### src/rtl/acc_alu_pkg.sv
package acc_alu_pkg;

    typedef enum logic [4:0] {
        OP_ADD  = 5'd0,
        OP_ADDC = 5'd1,
        OP_SUBB = 5'd2,
        OP_INC  = 5'd3,
        OP_DEC  = 5'd4,
        OP_MUL  = 5'd5,
        OP_DIV  = 5'd6,
        OP_DADJ = 5'd7,
        OP_AND  = 5'd8,
        OP_OR   = 5'd9,
        OP_XOR  = 5'd10,
        OP_CPL  = 5'd11,
        OP_CLR  = 5'd12,
        OP_ROL  = 5'd13,
        OP_ROLC = 5'd14,
        OP_ROR  = 5'd15,
        OP_RORC = 5'd16,
        OP_SWAP = 5'd17
    } alu_op_e;

    typedef struct packed {
        logic cy;
        logic ac;
        logic ov;
    } alu_flags_t;

endpackage

### src/rtl/acc_alu_arith.sv
module acc_alu_arith
    import acc_alu_pkg::*;
#(
    parameter int W = 8
) (
    input  alu_op_e        op,
    input  logic [W-1:0]   a,
    input  logic [W-1:0]   o,
    input  alu_flags_t     fi,
    output logic [W-1:0]   r,
    output alu_flags_t     fo
);
    localparam int H = W / 2;

    logic           cin_add;
    logic [W:0]     sum_w;
    logic [W:0]     dif_w;
    logic [H:0]     hsum_w;
    logic [H:0]     hdif_w;
    logic [W-1:0]   da_r;
    logic           da_cy;

    always_comb begin
        cin_add = (op == OP_ADDC) ? fi.cy : 1'b0;
        sum_w   = {1'b0, a} + {1'b0, o} + (W+1)'(cin_add);
        hsum_w  = {1'b0, a[H-1:0]} + {1'b0, o[H-1:0]} + (H+1)'(cin_add);
        dif_w   = {1'b0, a} - {1'b0, o} - (W+1)'(fi.cy);
        hdif_w  = {1'b0, a[H-1:0]} - {1'b0, o[H-1:0]} - (H+1)'(fi.cy);
    end

    // Decimal adjust is defined on two 4-bit digits only.
    generate
        if (W == 8) begin : g_dadj
            logic       lo_fix;
            logic       hi_fix;
            logic       c1;
            logic [8:0] t1;
            logic [8:0] t2;
            always_comb begin
                lo_fix = (a[3:0] > 4'd9) || fi.ac;
                t1     = {1'b0, a} + (lo_fix ? 9'h006 : 9'h000);
                c1     = fi.cy | t1[8];
                hi_fix = (t1[7:4] > 4'd9) || c1;
                t2     = {1'b0, t1[7:0]} + (hi_fix ? 9'h060 : 9'h000);
                da_r   = t2[7:0];
                da_cy  = c1 | t2[8];
            end
        end else begin : g_no_dadj
            assign da_r  = a;
            assign da_cy = fi.cy;
        end
    endgenerate

    always_comb begin
        r  = a;
        fo = fi;
        case (op)
            OP_ADD, OP_ADDC: begin
                r     = sum_w[W-1:0];
                fo.cy = sum_w[W];
                fo.ac = hsum_w[H];
                fo.ov = (a[W-1] == o[W-1]) && (sum_w[W-1] != a[W-1]);
            end
            OP_SUBB: begin
                r     = dif_w[W-1:0];
                fo.cy = dif_w[W];
                fo.ac = hdif_w[H];
                fo.ov = (a[W-1] != o[W-1]) && (dif_w[W-1] != a[W-1]);
            end
            OP_INC:  r = a + W'(1);
            OP_DEC:  r = a - W'(1);
            OP_DADJ: begin
                r     = da_r;
                fo.cy = da_cy;
            end
            default: begin
                r  = a;
                fo = fi;
            end
        endcase
    end

endmodule

### src/rtl/acc_alu_logic.sv
module acc_alu_logic
    import acc_alu_pkg::*;
#(
    parameter int W = 8
) (
    input  alu_op_e        op,
    input  logic [W-1:0]   a,
    input  logic [W-1:0]   o,
    input  alu_flags_t     fi,
    output logic [W-1:0]   r,
    output alu_flags_t     fo
);
    localparam int H = W / 2;

    always_comb begin
        r  = a;
        fo = fi;
        case (op)
            OP_AND:  r = a & o;
            OP_OR:   r = a | o;
            OP_XOR:  r = a ^ o;
            OP_CPL:  r = ~a;
            OP_CLR:  r = '0;
            OP_ROL:  r = {a[W-2:0], a[W-1]};
            OP_ROR:  r = {a[0], a[W-1:1]};
            OP_ROLC: begin
                r     = {a[W-2:0], fi.cy};
                fo.cy = a[W-1];
            end
            OP_RORC: begin
                r     = {fi.cy, a[W-1:1]};
                fo.cy = a[0];
            end
            OP_SWAP: r = {a[H-1:0], a[W-1:H]};
            default: r = a;
        endcase
    end

endmodule

### src/rtl/acc_alu_muldiv.sv
module acc_alu_muldiv #(
    parameter int W = 8
) (
    input  logic           clk,
    input  logic           rst_n,
    input  logic           go,
    input  logic           is_div,
    input  logic [W-1:0]   a,
    input  logic [W-1:0]   b,
    output logic           busy,
    output logic           fin,
    output logic [W-1:0]   res_lo,
    output logic [W-1:0]   res_hi,
    output logic           ov
);
    localparam int CW = $clog2(W + 1);

    typedef struct packed {
        logic              busy;
        logic              fin;
        logic              div;
        logic              dz;
        logic [CW-1:0]     cnt;
        logic [2*W-1:0]    p;
        logic [W-1:0]      m;
    } eng_t;

    eng_t         q_q;
    eng_t         q_d;
    logic [W:0]   shifted;
    logic [W:0]   diff;
    logic [W-1:0] addend;
    logic [W:0]   msum;

    always_comb begin
        q_d     = q_q;
        q_d.fin = 1'b0;
        shifted = {q_q.p[2*W-1:W], q_q.p[W-1]};
        diff    = shifted - {1'b0, q_q.m};
        addend  = q_q.p[0] ? q_q.m : '0;
        msum    = {1'b0, q_q.p[2*W-1:W]} + {1'b0, addend};
        if (go && !q_q.busy && !q_q.fin) begin
            q_d.div = is_div;
            q_d.m   = is_div ? b : a;
            q_d.p   = is_div ? {{W{1'b0}}, a} : {{W{1'b0}}, b};
            if (is_div && (b == '0)) begin
                q_d.dz   = 1'b1;
                q_d.fin  = 1'b1;
                q_d.busy = 1'b0;
                q_d.cnt  = '0;
            end else begin
                q_d.dz   = 1'b0;
                q_d.busy = 1'b1;
                q_d.cnt  = CW'(W);
            end
        end else if (q_q.busy) begin
            if (q_q.div) begin
                if (shifted >= {1'b0, q_q.m}) begin
                    q_d.p = {diff[W-1:0], q_q.p[W-2:0], 1'b1};
                end else begin
                    q_d.p = {shifted[W-1:0], q_q.p[W-2:0], 1'b0};
                end
            end else begin
                q_d.p = {msum, q_q.p[W-1:1]};
            end
            q_d.cnt = q_q.cnt - CW'(1);
            if (q_q.cnt == CW'(1)) begin
                q_d.busy = 1'b0;
                q_d.fin  = 1'b1;
            end
        end
    end

    always_ff @(posedge clk or negedge rst_n) begin
        if (!rst_n) q_q <= '0;
        else        q_q <= q_d;
    end

    assign busy   = q_q.busy;
    assign fin    = q_q.fin;
    assign res_lo = q_q.p[W-1:0];
    assign res_hi = q_q.p[2*W-1:W];
    assign ov     = q_q.div ? q_q.dz : (|q_q.p[2*W-1:W]);

    // completion is a single-cycle pulse
    a_r12_fin_pulse: assert property (@(posedge clk) disable iff (!rst_n)
        fin |=> !fin);

    // a running engine always has steps left
    a_r12_cnt_live: assert property (@(posedge clk) disable iff (!rst_n)
        busy |-> (q_q.cnt != '0));

    // zero divisor finishes at once and flags overflow
    a_r7_zero_div: assert property (@(posedge clk) disable iff (!rst_n)
        (go && !busy && !fin && is_div && (b == '0)) |=> (fin && ov && !busy));

endmodule

### src/rtl/acc_alu.sv
module acc_alu
    import acc_alu_pkg::*;
#(
    parameter int W = 8
) (
    input  logic           clk,
    input  logic           rst_n,
    input  logic           start,
    input  logic [4:0]     op,
    input  logic [W-1:0]   acc_in,
    input  logic [W-1:0]   opnd_in,
    input  logic [W-1:0]   b_in,
    input  logic           cy_in,
    input  logic           ac_in,
    input  logic           ov_in,
    output logic [W-1:0]   acc_out,
    output logic [W-1:0]   b_out,
    output logic           cy_out,
    output logic           ac_out,
    output logic           ov_out,
    output logic           done,
    output logic           busy
);
    localparam int H = W / 2;

    typedef struct packed {
        logic [W-1:0] acc;
        logic [W-1:0] b;
        alu_flags_t   fl;
        logic         done;
    } out_t;

    alu_op_e      op_e;
    alu_flags_t   fl_in;
    logic [W-1:0] ar_r;
    alu_flags_t   ar_f;
    logic [W-1:0] lg_r;
    alu_flags_t   lg_f;
    logic         eng_busy;
    logic         eng_fin;
    logic [W-1:0] eng_lo;
    logic [W-1:0] eng_hi;
    logic         eng_ov;
    logic         accept;
    logic         is_md;
    logic         is_logic;
    out_t         o_d;
    out_t         o_q;

    assign op_e     = alu_op_e'(op);
    assign fl_in    = '{cy: cy_in, ac: ac_in, ov: ov_in};
    assign accept   = start && !eng_busy && !eng_fin;
    assign is_md    = (op_e == OP_MUL) || (op_e == OP_DIV);
    assign is_logic = (op >= 5'(OP_AND)) && (op <= 5'(OP_SWAP));

    acc_alu_arith #(.W(W)) u_arith (
        .op (op_e),
        .a  (acc_in),
        .o  (opnd_in),
        .fi (fl_in),
        .r  (ar_r),
        .fo (ar_f)
    );

    acc_alu_logic #(.W(W)) u_logic (
        .op (op_e),
        .a  (acc_in),
        .o  (opnd_in),
        .fi (fl_in),
        .r  (lg_r),
        .fo (lg_f)
    );

    acc_alu_muldiv #(.W(W)) u_muldiv (
        .clk    (clk),
        .rst_n  (rst_n),
        .go     (accept && is_md),
        .is_div (op_e == OP_DIV),
        .a      (acc_in),
        .b      (b_in),
        .busy   (eng_busy),
        .fin    (eng_fin),
        .res_lo (eng_lo),
        .res_hi (eng_hi),
        .ov     (eng_ov)
    );

    always_comb begin
        o_d      = o_q;
        o_d.done = 1'b0;
        if (eng_fin) begin
            o_d.acc   = eng_lo;
            o_d.b     = eng_hi;
            o_d.fl.cy = 1'b0;
            o_d.fl.ac = 1'b0;
            o_d.fl.ov = eng_ov;
            o_d.done  = 1'b1;
        end else if (accept && !is_md) begin
            o_d.b    = b_in;
            o_d.done = 1'b1;
            if (is_logic) begin
                o_d.acc = lg_r;
                o_d.fl  = lg_f;
            end else begin
                o_d.acc = ar_r;
                o_d.fl  = ar_f;
            end
        end
    end

    always_ff @(posedge clk or negedge rst_n) begin
        if (!rst_n) o_q <= '0;
        else        o_q <= o_d;
    end

    assign acc_out = o_q.acc;
    assign b_out   = o_q.b;
    assign cy_out  = o_q.fl.cy;
    assign ac_out  = o_q.fl.ac;
    assign ov_out  = o_q.fl.ov;
    assign done    = o_q.done;
    assign busy    = eng_busy | eng_fin;

    // increment and decrement pass all flags through
    a_r4_incdec_flags: assert property (@(posedge clk) disable iff (!rst_n)
        (accept && ((op_e == OP_INC) || (op_e == OP_DEC))) |=>
        (done && (cy_out == $past(cy_in)) && (ac_out == $past(ac_in)) && (ov_out == $past(ov_in))));

    // nibble exchange
    a_r11_swap: assert property (@(posedge clk) disable iff (!rst_n)
        (accept && (op_e == OP_SWAP)) |=>
        (acc_out == {$past(acc_in[H-1:0]), $past(acc_in[W-1:H])}));

    // multiply and divide results leave carry clear
    a_r5_md_carry: assert property (@(posedge clk) disable iff (!rst_n)
        eng_fin |=> (done && !cy_out && !ac_out));

    // nothing changes while the engine is stepping
    a_r12_hold: assert property (@(posedge clk) disable iff (!rst_n)
        (eng_busy && !eng_fin) |=> (!done && $stable(acc_out) && $stable(b_out)));

    // B follows the input for single-cycle codes
    a_r13_b_pass: assert property (@(posedge clk) disable iff (!rst_n)
        (accept && !is_md) |=> (done && (b_out == $past(b_in))));

endmodule

### config.mk
export PLATFORM = sky130hd
export DESIGN_NAME = acc_alu
export DESIGN_NICKNAME = d
export VERILOG_FILES = /design/src/rtl/acc_alu_pkg.sv /design/src/rtl/acc_alu_arith.sv /design/src/rtl/acc_alu_logic.sv /design/src/rtl/acc_alu_muldiv.sv /design/src/rtl/acc_alu.sv
export SDC_FILE = /design/constraint.sdc
export NUM_CORES = 1
export LEC_CHECK = 0
export ABC_AREA = 1
export ABC_CLOCK_PERIOD_IN_PS = 2600
export BUFFER_PORTS_ARGS = -buffer_cell sky130_fd_sc_hd__buf_4
export CORE_ASPECT_RATIO = 1.5
export CORE_MARGIN = 2
export CORE_UTILIZATION = 61
export CTS_BUF_LIST = sky130_fd_sc_hd__clkbuf_8 sky130_fd_sc_hd__clkbuf_16
export CTS_CLUSTER_DIAMETER = 200
export DETAILED_ROUTE_END_ITERATION = 6
export PLACE_DENSITY_LB_ADDON = 0.15
export SKIP_CTS_REPAIR_TIMING = 1
export SLEW_MARGIN = 0
export SYNTH_ARGS = -nofsm -noshare
export SYNTH_HDL_FRONTEND = slang
export SYNTH_SLANG_ARGS = --single-unit
### constraint.sdc
create_clock -name clk -period 2.6 [get_ports clk]
set_input_delay 0.26 -clock clk [delete_from_list [all_inputs] [get_ports clk]]
set_output_delay 0.26 -clock clk [all_outputs]
set_load 0.02 [all_outputs]
==> results.toml <==
[clock_tree]
root_buffer = "clkbuf_16"
cts.sinks = 52
numCtsBuffers = 5
worstSkewPairLatency_ns = 0.30
cts_tree = "done"
h-tree-depth = 2
cts_buffer_depth = 2
clkTransAtPathRegs_ns = 0.07

[global_route]
track_usage_pct = 39.6
antenna_found_initial = 0
grt_pass1_vias = 6565
gr-total-overflow = 0
grt_max_degree = 53
grt_pass1_wl_mm = 32.0

[placement]
gp_routability_congestion = 1.07
dpl.hpwl_mm = 16.1
port_buffers = 55

[detailed_routing]
routed_via_density = 6.22
drc = 0
postRouteAntennaNets = 0
drt_first_pass_iters = 5
wirelength_mm = 20.5
avgRoutedWirePerCell_um = 19.0
vias = 6698
drt-initial-drc-count = 569

[job]
maxCapViolCount = 0

[yosys]
syn_area_per_cell_um2 = 6.57
synthFlopType = "dfrtp_1"
postSynthCellCount = 881
seq_area_frac_synth_pct = 22.5
synth-edff-count = 0
yosys_warnings = 0
async_flop_share_pct = 100
syn_nets = 983
syn-cell-area_um2 = 5790
yosys.cell_types.count = 44
synth_seq_cells = 52

[die]
core_um2 = 9250
die_h_um = 123
die_area_um2 = 10300
rows = 43
ioPinCount = 56
start_util_pct = 62.6
fp.dieW_um = 83.5

[critical_path]
cp_max_fo = 3
critPathKind = "input port to flop"
crit_path_max_incr_delay_ns = 0.36
crit_required_ns = 2.80
crit_path_frequent_cell = "nand2_1"
critPathLaunchType = "input port"
critPathArrivalTime_ns = 2.78
slowest_stage = "fa_2"
endpoint_kind = "flop"
crit_chain = "buf_4 > o21bai_4 > ha_4 > nand2_2 > inv_2 > o21ai_2 > nor2_1 > nand2_1 > xor2_1 > inv_1 > nor2_2 > o21ai_2 > ha_2 > fa_2 > inv_2 > nand2_1 > nand3_1 > nand2_1 > nor2_1 > nand2_1 > nand2_1 > nand2_1 > nand2_1 > nand2_1"

[outcome]
violations = "negative hold slack"
status = "complete, but fails checks"

[timing]
worstMarginPinSlew_ns = 0.668
slew_viol_final = 0
fin_skew_ns = 0.00939
hold_violations = 13
final.min_clock_period_ns = 2.58
fin_crit_sh_pct = 99.3
maxSlewHeadroom_pct = 55.4
setup_viol = 0
grt_setup_unrepaired = "yes"
finalSetupTns_ns = 0
hold_slack_ns = -0.0167
max_freq_mhz = 387

[layout]
mostFrequentLayoutCells = "nand2_1, inv_1, buf_4"
drive_gt1_share_pct = 14.9
final_nets = 1066
fillCellCount = 756
areaGrowthSynthToFinish_pct = 17.9
insertedDiodeCount = 0
final_util_pct = 73.7
final_common_cell = "nand2_1"

[min_path]
hold_class = "input port to async pin"

[pwr]
irDropWorstVdd_mv = 0.759
p_leak_uw = 0.00357
p_per_area_nw_per_um2 = 843
synthesized netlist by cell type (all sizes together), types with 5 or more instances:
cell type	n	area [µm²]
nand2	207	785
inv	137	514
o21ai	76	392
a21oi	75	375
nand3	72	365
nor2	60	245
ha	58	726
dfrtp	52	1300
nand4	20	125
buf	12	60.1
a22oi	10	75.1
clkbuf	10	38.8
fa	9	180
nor3	9	55.1
o22ai	9	56.3
xnor2	9	78.8
o211ai	8	60.1
xor2	7	61.3
o21a	5	37.5
o221ai	5	43.8
state kept, by name, indices dropped and copies added (netlist names):
register	flops
ac_out	1
acc_out	8
b_out	8
cy_out	1
done	1
ov_out	1
u_muldiv.busy	1
u_muldiv.fin	1
u_muldiv.q_q	14
u_muldiv.res_hi	8
u_muldiv.res_lo	8
logic make-up (layout without fill, tap and decap cells):
family | Yosys count | in the layout | synth area share, %
and+or+nand+nor | 376 | 376 | 28.1
AOI/OAI and AO/OA | 208 | 208 | 20.6
buffers and inverters | 162 | 246 | 10.8
adders and majority gates | 67 | 67 | 15.6
DFF | 52 | 52 | 22.5
xor gates and xnor gates | 16 | 16 | 2.42
worst max-delay path, delay by kind of cell:
family / cells / cell delay, ns
adder cells (fa/ha/maj): 3 / 0.84
XOR/XNOR: 1 / 0.14
AO/OA/AOI/OAI: 3 / 0.33
buffers and inverters: 4 / 0.29
AND/OR/NAND/NOR: 13 / 0.90
report_power, final:
group	internal [µW]	switching (µW)	leakage [µW]	total (µW)
registers	1180	314	0.000620	1490
clock network	365	327	0.0000708	692
logic	1370	2200	0.00288	3570
total	2910	2840	0.00357	5750
through the flow:
stage / instance area [µm²] / hold WS [ns] / total power [µW] / setup WS [ns] / cells
after global placement: 6600 / 0.326 / 4840 / -0.312 / 1068
after detailed placement: 6600 / 0.333 / 4960 / -0.377 / 1068
after floorplan: 5840 / -0.0356 / 3810 / -0.151 / 881
final: 6820 / -0.0167 / 5750 / 0.0179 / 1077
after global routing: 6820 / 0.0389 / 6180 / -0.171 / 1077
after CTS: 6750 / 0.0154 / 5670 / -0.0602 / 1076
path summary, 6_finish.rpt:
check | from | endpoint | slack, ns | depth (start not counted)
worst max-delay path | ac_in | acc_out[7] | 0.02 | 24
worst min-delay path | rst_n | u_muldiv.res_hi[5] | -0.02 | 1
worst max register to register | u_muldiv.res_hi[1] | u_muldiv.res_hi[6] | 0.29 | 11
worst min register to register | u_muldiv.q_q[25] | u_muldiv.q_q[25] | 0.49 | 2
max in group asynchronous | rst_n | acc_out[1] | 2.16 | 1
min in group clk | b_in[6] | b_out[6] | 0.22 | 3
metal layers:
layer / track usage, % / up-vias / part of all wire (%) / routed length (µm)
met5: 0 / - / 0 / 0
met4: 34.7 / 0 / 10 / 2040
met3: 4.61 / 149 / 7.1 / 1460
met2: 73.2 / 409 / 50 / 10200
met1: 39.0 / 3031 / 33 / 6740
li1: - / 3109 / - / -
cell type report:
| cell class | instances | area (µm²) | share of cell area (%) |
|---|---|---|---|
| sequential | 52 | 1300 | 19.1 |
| multi-input combinational | 667 | 3950 | 57.9 |
| inverter | 140 | 531 | 7.78 |
| timing repair buffer | 98 | 751 | 11.0 |
| clock inverter | 3 | 25.0 | 0.367 |
| clock buffer | 5 | 125 | 1.83 |
| tap | 112 | 140 | 2.05 |
(Power assumes the default switching activity.)
